==> config.mk <==
export PLATFORM = sky130hd
export DESIGN_NAME = dpwr_seq_top
export DESIGN_NICKNAME = d
export VERILOG_FILES = /design/src/rtl/dpwr_pkg.sv /design/src/rtl/dpwr_ms_tick.sv /design/src/rtl/dpwr_wait_timer.sv /design/src/rtl/dpwr_step_rom.sv /design/src/rtl/dpwr_seq_top.sv
export SDC_FILE = /design/constraint.sdc
export NUM_CORES = 1
export LEC_CHECK = 0
export BUFFER_PORTS_ARGS = -buffer_cell sky130_fd_sc_hd__clkbuf_2
export CORE_MARGIN = 1
export CORE_UTILIZATION = 35
export DETAILED_ROUTE_END_ITERATION = 12
export GPL_TIMING_DRIVEN = 0
export SLEW_MARGIN = 20
export SYNTH_ARGS = -nofsm -noshare
export SYNTH_HDL_FRONTEND = slang
export SYNTH_SLANG_ARGS = --single-unit
==> constraint.sdc <==
create_clock -name clk -period 2.9 [get_ports clk]
set_input_delay 0.145 -clock clk [delete_from_list [all_inputs] [get_ports clk]]
set_output_delay 0.145 -clock clk [all_outputs]
set_load 0.05 [all_outputs]
==> src/rtl/dpwr_pkg.sv <==
package dpwr_pkg;

  localparam int REG_AW  = 8;
  localparam int REG_DW  = 16;
  localparam int STEP_AW = 6;

  localparam logic [REG_DW-1:0] ID_MASK  = 16'hFFF0;
  localparam logic [REG_DW-1:0] ID_MATCH = 16'h9220;

  // step list layout; entry order is the required write order
  localparam logic [STEP_AW-1:0] ON_BASE   = 6'd0;
  localparam logic [STEP_AW-1:0] OFF_BASE  = 6'd16;
  localparam logic [STEP_AW-1:0] INIT_BASE = 6'd24;

  typedef enum logic [1:0] {
    OP_IDX  = 2'b00,
    OP_WREG = 2'b01,
    OP_READ = 2'b10
  } eng_op_e;

  typedef enum logic [1:0] {
    K_WRITE,
    K_INDEX,
    K_WAIT,
    K_END
  } step_kind_e;

  typedef struct packed {
    step_kind_e        kind;
    logic [REG_AW-1:0] addr;
    logic [REG_DW-1:0] data;
  } step_t;

  function automatic step_t mk_step(step_kind_e k, logic [REG_AW-1:0] a,
                                    logic [REG_DW-1:0] d);
    step_t s;
    s.kind = k;
    s.addr = a;
    s.data = d;
    return s;
  endfunction

  // shared power-down portion
  function automatic step_t off_step(int unsigned i);
    case (i)
      0:       return mk_step(K_WRITE, 8'h10, 16'h0000);
      1:       return mk_step(K_WAIT,  8'h00, 16'd10);
      2:       return mk_step(K_WRITE, 8'h11, 16'h0000);
      3:       return mk_step(K_WRITE, 8'h12, 16'h0000);
      4:       return mk_step(K_WAIT,  8'h00, 16'd40);
      5:       return mk_step(K_WRITE, 8'h13, 16'h0000);
      default: return mk_step(K_WAIT,  8'h00, 16'd40);
    endcase
  endfunction

  // power-up portion that follows the power-down portion
  function automatic step_t on_tail(int unsigned i);
    case (i)
      0:       return mk_step(K_WRITE, 8'h56, 16'h080F);
      1:       return mk_step(K_WRITE, 8'h10, 16'h4240);
      2:       return mk_step(K_WAIT,  8'h00, 16'd10);
      3:       return mk_step(K_WRITE, 8'h11, 16'h0000);
      4:       return mk_step(K_WRITE, 8'h12, 16'h0014);
      5:       return mk_step(K_WAIT,  8'h00, 16'd40);
      6:       return mk_step(K_WRITE, 8'h13, 16'h1319);
      default: return mk_step(K_WAIT,  8'h00, 16'd40);
    endcase
  endfunction

  function automatic step_t step_at(logic [STEP_AW-1:0] a);
    int unsigned i;
    i = int'(a);
    if (i < 7)        return off_step(i);
    else if (i < 15)  return on_tail(i - 7);
    else if (i == 15) return mk_step(K_END, 8'h00, 16'h0000);
    else if (i < 23)  return off_step(i - 16);
    else if (i == 23) return mk_step(K_END, 8'h00, 16'h0000);
    else if (i == 24) return mk_step(K_WRITE, 8'h00, 16'h0001);
    else if (i == 25) return mk_step(K_WAIT,  8'h00, 16'd10);
    else if (i == 26) return mk_step(K_WRITE, 8'h0C, 16'h0110);
    else if (i < 34)  return off_step(i - 27);
    else if (i < 42)  return on_tail(i - 34);
    else if (i == 42) return mk_step(K_INDEX, 8'h22, 16'h0000);
    else              return mk_step(K_END, 8'h00, 16'h0000);
  endfunction

endpackage

==> src/rtl/dpwr_ms_tick.sv <==
module dpwr_ms_tick #(
  parameter int unsigned CLKS_PER_MS = 100000
) (
  input  logic clk,
  input  logic rst,
  input  logic clr,
  output logic tick
);
  localparam int unsigned CW = (CLKS_PER_MS > 1) ? $clog2(CLKS_PER_MS) : 1;
  localparam logic [CW-1:0] LAST = CW'(CLKS_PER_MS - 1);

  logic [CW-1:0] cnt;

  // clr restarts the phase so a wait never starts mid-millisecond
  always_ff @(posedge clk) begin
    if (rst || clr) begin
      cnt  <= '0;
      tick <= 1'b0;
    end else if (cnt == LAST) begin
      cnt  <= '0;
      tick <= 1'b1;
    end else begin
      cnt  <= cnt + 1'b1;
      tick <= 1'b0;
    end
  end
endmodule

==> src/rtl/dpwr_wait_timer.sv <==
module dpwr_wait_timer #(
  parameter int unsigned MS_W = 8
) (
  input  logic            clk,
  input  logic            rst,
  input  logic            start,
  input  logic [MS_W-1:0] load_ms,
  input  logic            tick,
  output logic            expire
);
  logic [MS_W-1:0] remain;
  logic            running;

  always_ff @(posedge clk) begin
    if (rst) begin
      remain  <= '0;
      running <= 1'b0;
      expire  <= 1'b0;
    end else begin
      expire <= 1'b0;
      if (start) begin
        if (load_ms == '0) begin
          running <= 1'b0;
          expire  <= 1'b1;
        end else begin
          remain  <= load_ms;
          running <= 1'b1;
        end
      end else if (running && tick) begin
        if (remain == MS_W'(1)) begin
          running <= 1'b0;
          expire  <= 1'b1;
        end else begin
          remain <= remain - 1'b1;
        end
      end
    end
  end
endmodule

==> src/rtl/dpwr_step_rom.sv <==
module dpwr_step_rom
  import dpwr_pkg::*;
(
  input  logic               clk,
  input  logic [STEP_AW-1:0] addr,
  output step_t              q
);
  // registered read keeps the step list mappable to a block RAM
  always_ff @(posedge clk) begin
    q <= step_at(addr);
  end
endmodule

==> src/rtl/dpwr_seq_top.sv <==
module dpwr_seq_top
  import dpwr_pkg::*;
#(
  parameter int unsigned CLKS_PER_MS = 100000,
  parameter int unsigned MS_W        = 8
) (
  input  logic              clk,
  input  logic              rst,
  input  logic              pwr_req,
  input  logic              pwr_req_on,
  output logic              eng_req,
  output logic [1:0]        eng_op,
  output logic [REG_AW-1:0] eng_addr,
  output logic [REG_DW-1:0] eng_wdata,
  input  logic              eng_done,
  input  logic [REG_DW-1:0] eng_rdata,
  output logic              busy,
  output logic              present,
  output logic              not_found,
  output logic              pwr_on
);
  typedef enum logic [2:0] {
    S_PROBE, S_PWAIT, S_FETCH, S_DECODE, S_ENG, S_TIMER, S_IDLE, S_HALT
  } fsm_e;

  fsm_e               st;
  logic [STEP_AW-1:0] pc;
  step_t              rom_q;
  logic               target_on;
  logic               pend_vld;
  logic               pend_on;
  logic               tmr_start;
  logic               tick;
  logic               expire;
  logic               id_ok;

  assign tmr_start = (st == S_DECODE) && (rom_q.kind == K_WAIT);
  assign id_ok     = ((eng_rdata & ID_MASK) == ID_MATCH);

  dpwr_step_rom rom_i (
    .clk  (clk),
    .addr (pc),
    .q    (rom_q)
  );

  dpwr_ms_tick #(.CLKS_PER_MS(CLKS_PER_MS)) tick_i (
    .clk  (clk),
    .rst  (rst),
    .clr  (tmr_start),
    .tick (tick)
  );

  dpwr_wait_timer #(.MS_W(MS_W)) tmr_i (
    .clk     (clk),
    .rst     (rst),
    .start   (tmr_start),
    .load_ms (rom_q.data[MS_W-1:0]),
    .tick    (tick),
    .expire  (expire)
  );

  always_ff @(posedge clk) begin
    if (rst) begin
      st        <= S_PROBE;
      pc        <= INIT_BASE;
      target_on <= 1'b1;
      pend_vld  <= 1'b0;
      pend_on   <= 1'b0;
      eng_req   <= 1'b0;
      eng_op    <= OP_READ;
      eng_addr  <= '0;
      eng_wdata <= '0;
      busy      <= 1'b1;
      present   <= 1'b0;
      not_found <= 1'b0;
      pwr_on    <= 1'b0;
    end else begin
      case (st)
        S_PROBE: begin
          eng_req   <= 1'b1;
          eng_op    <= OP_READ;
          eng_addr  <= 8'h00;
          eng_wdata <= '0;
          st        <= S_PWAIT;
        end
        S_PWAIT: begin
          if (eng_done) begin
            eng_req <= 1'b0;
            if (id_ok) begin
              present   <= 1'b1;
              pc        <= INIT_BASE;
              target_on <= 1'b1;
              st        <= S_FETCH;
            end else begin
              not_found <= 1'b1;
              busy      <= 1'b0;
              st        <= S_HALT;
            end
          end
        end
        S_FETCH: st <= S_DECODE;
        S_DECODE: begin
          case (rom_q.kind)
            K_WRITE: begin
              eng_req   <= 1'b1;
              eng_op    <= OP_WREG;
              eng_addr  <= rom_q.addr;
              eng_wdata <= rom_q.data;
              st        <= S_ENG;
            end
            K_INDEX: begin
              eng_req   <= 1'b1;
              eng_op    <= OP_IDX;
              eng_addr  <= rom_q.addr;
              eng_wdata <= '0;
              st        <= S_ENG;
            end
            K_WAIT: st <= S_TIMER;
            default: begin
              pwr_on <= target_on;
              busy   <= 1'b0;
              st     <= S_IDLE;
            end
          endcase
        end
        S_ENG: begin
          if (eng_done) begin
            eng_req <= 1'b0;
            pc      <= pc + 1'b1;
            st      <= S_FETCH;
          end
        end
        S_TIMER: begin
          if (expire) begin
            pc <= pc + 1'b1;
            st <= S_FETCH;
          end
        end
        S_IDLE: begin
          if (pend_vld) begin
            pend_vld <= 1'b0;
            if (pend_on != pwr_on) begin
              target_on <= pend_on;
              pc        <= pend_on ? ON_BASE : OFF_BASE;
              busy      <= 1'b1;
              st        <= S_FETCH;
            end
          end
        end
        default: st <= S_HALT;
      endcase

      // a fresh request overrides any held one, including one consumed now
      if (pwr_req && (st != S_HALT)) begin
        pend_vld <= 1'b1;
        pend_on  <= pwr_req_on;
      end
    end
  end
endmodule

==> results by group <==
Clock tree
  – H-Tree Depth: 3
  – Reg clk slew, reported paths: 60 ps
  – Hold buffer count at cts: 0
  – Clock Tree Root: clkbuf_16
  – Clock sink count: 84
  – Buffer count from post-CTS setup fixing: 0
  – TritonCTS Buffers: 9
  – TritonCTS clock tree: yes
  – Bufs on Longest Clock Path: 2
  – Clock latency on the worst-skew pair: 340 ps

Logic synthesis
  – Mean Syn Cell Area: 7.750 sq um
  – Top FF cell, synth: dfxtp_1
  – Post-synthesis sequential element count: 84
  – Mapped cell area: 4712 sq um
  – YS warnings: 0
  – Async S/R FF share, synth: 0%
  – Post-synth EDFFs: 0
  – Post-synth cell types: 66
  – Post-synthesis sequential area ratio: 35.69%
  – Mapped Cells: 608

Placement
  – Placed cells: 829
  – Post-Place Worst Slack: -80.08 ps
  – PortBufs: 41
  – Routability cong.: 0.9959
  – DPL Wire Length: 10.71 mm
  – Placed Area: 5157 sq um

STA
  – Tightest Pin Transition: 778.4 ps
  – Hold WS: 61.96 ps
  – Final Hold Viols: 0
  – Crit share post-route: 94.20%
  – Max-slew headroom: 47.56%
  – Final setup vio count: 0
  – F_max: 366.1 MHz
  – Slew Limit Fails: 0
  – RSZ-0062 raised after global routing: false
  – Fin crit period: 2732 ps
  – Skew final: 6.360 ps
  – Setup WS post-layout: 168.2 ps

Global routing
  – Number of global-route vias before repair: 4498
  – Largest net degree at the start of global routing: 14
  – GR Overflow Total: 0
  – Global Route Usage Sum: 20.89%
  – Number of antenna violations at the first check in global routing: 0
  – Global-route wire length before repair: 23.24 mm

Cells and area
  – Filler cells: 1353
  – Synth-to-Final Area Change: 16.49%
  – Share of cells above drive strength 1: 13.02%
  – Commonest non-fill, non-tap cells in the layout: 86 x nor2_1, 84 x dfxtp_1, 46 x nand2_1, 42 x clkbuf_2, 35 x a21oi_1
  – ANT cells: 0
  – Area occupied by multi-input gates: 2778 sq um
  – Fin nets: 696
  – Most common cell after layout, fill and taps aside: nor2_1
  – Sequential cell area: 1682 sq um
  – Post-Layout Inst Area: 5489 sq um
  – Final Non-Filler Cells: 844

Critical path
  – CP Class: reg2reg
  – Crit-path max FO: 10
  – CP Capture Type: flip-flop
  – Crit path DAT: 3000 ps
  – Crit path required time: 3170 ps
  – Nature of the critical path startpoint: flip-flop

Detailed routing
  – Post-route antenna net violation count: 0
  – DR iter-0 viols: 400
  – Vias/cell: 5.637
  – DR pass1 iterations: 5
  – Remaining DRCs: 0
  – Average wire per standard cell: 16.87 um
  – Vias: 4758
  – Final wirelength: 14.24 mm

Power
  – Power, Total: 4585 uW
  – Maximum VDD drop: 0.0002991 V
  – Sw Ratio: 40.95%
  – Clock share of power: 25.9%
  – P_int: 2707 uW
  – Net Switching: 1878 uW
  – Pwr Density: 835.3 nW/um^2
  – Lkg Pwr: 0.002126 uW
  – Seq pwr share: 31.4%
  – Combinational power share: 42.7%

Run status
  – Status: finished, final reports clean

Floorplanning
  – Initial Util: 35.72%
  – Cell Rows: 42
  – Core area: 13190 sq um
  – Die H: 118.0 um
  – Top Ports: 52
  – Die area: 13930 sq um
  – Die width: 118.0 um

Job
  – Max-Cap Viols: 0

Worst hold path
  – Hold Path Class: in2reg
==> cell families after synthesis <==
logic type / after synthesis / synth area share (%)
AOI/OAI and AO/OA: 166 / 23.50
xor gates and xnor gates: 23 / 4.275
adders and majority gates: 11 / 2.921
buffers and inverters: 69 / 6.293
DFF: 84 / 35.69
muxes: 5 / 1.062
other: 1 / 0.07958
and+or+nand+nor: 249 / 26.18
==> timing repair <==
action	CTS	global route
endpoints found under the setup margin	2	7
gates resized for setup	1	6
gates cloned	0	0
==> routing by layer <==
layer	vias to the layer above	GRT usage, %	part of all wire (%)
li1	2270	-	-
met1	2278	27.68	46
met2	170	31.91	45
met3	40	4.506	5.5
met4	0	10.34	3.1
met5	-	0	0
==> metrics by stage <==
stage / util, % / TNS [ps]
final: 41.61 / 0
after global routing: 41.61 / 0
after CTS: 41.46 / 0
after detailed placement: 39.10 / -81.11
after global placement: 39.06 / -236.4
after floorplan: - / 0
==> critical path: stages (launching register included) <==
cell and delay, ps:
dfxtp_1 330, clkbuf_1 290, clkbuf_1 480, clkbuf_1 490, nand3b_1 180, o22ai_1 360, o21ai_0 200, nand3_1 140
a21oi_1 50, o22ai_1 130
==> synth_stat cells (all sizes together), types with 4 or more instances <==
cell / count / share of area (%)
nor2: 86 / 6.9
dfxtp: 84 / 36
nand2: 46 / 3.7
a21oi: 37 / 4.0
o21ai: 36 / 3.8
clkbuf: 34 / 2.7
nand3: 24 / 2.5
inv: 22 / 1.8
a22oi: 20 / 3.2
nor3: 19 / 2.0
xnor2: 16 / 3.0
buf: 13 / 1.8
ha: 11 / 2.9
a211oi: 10 / 1.6
a31oi: 10 / 1.3
and3: 10 / 1.3
o21a: 9 / 1.4
and2: 8 / 1.1
nor2b: 7 / 0.93
xor2: 7 / 1.3
nor4: 6 / 0.80
mux2i: 5 / 1.1
nand2b: 5 / 0.66
nand4: 5 / 0.66
o211ai: 5 / 0.80
o22ai: 5 / 0.66
or2: 5 / 0.66
or3: 5 / 0.66
nor3b: 4 / 0.64
o21bai: 4 / 0.64
==> sequential cells by signal, summed over array words and instances, names as in the netlist, 2 cells and up <==
register / flops
rom_i.q: 19
tick_i.cnt: 17
eng_wdata: 11
tmr_i.remain: 8
eng_addr: 7
pc: 6
st: 3
eng_op: 2
==> final cells by class <==
class                           instances  share of cell area, %
Timing Repair Buffer                   41                  3.738
Clock buffer                           10                  4.171
Tap cell                              176                  4.012
Multi-Input combinational cell        459                  50.60
Sequential cell                        84                  30.64
Clock inverter                          5                  1.413
Buffer                                 47                  3.921
Inverter                               22                  1.504
==> final timing paths <==
check	slack, ps	depth (start not counted)	from	to
max	170	9	pc[2]	rom_i.q[3]
min	60	3	pwr_req_on	pend_on
max reg2reg	170	9	pc[2]	rom_i.q[3]
min reg2reg	460	2	target_on	pwr_on
==> power by group through the flow <==
| stage | registers (uW) | clock network [uW] | logic [uW] |
|---|---|---|---|
| after global routing | 1460 | 1270 | 2140 |
| after CTS | 1440 | 1210 | 1910 |
| after floorplan | 1500 | 0 | 1340 |
| after global placement | 1460 | 0 | 1920 |
| after detailed placement | 1460 | 0 | 1900 |
| final | 1440 | 1190 | 1960 |
Power figures use the tool's default switching activity.
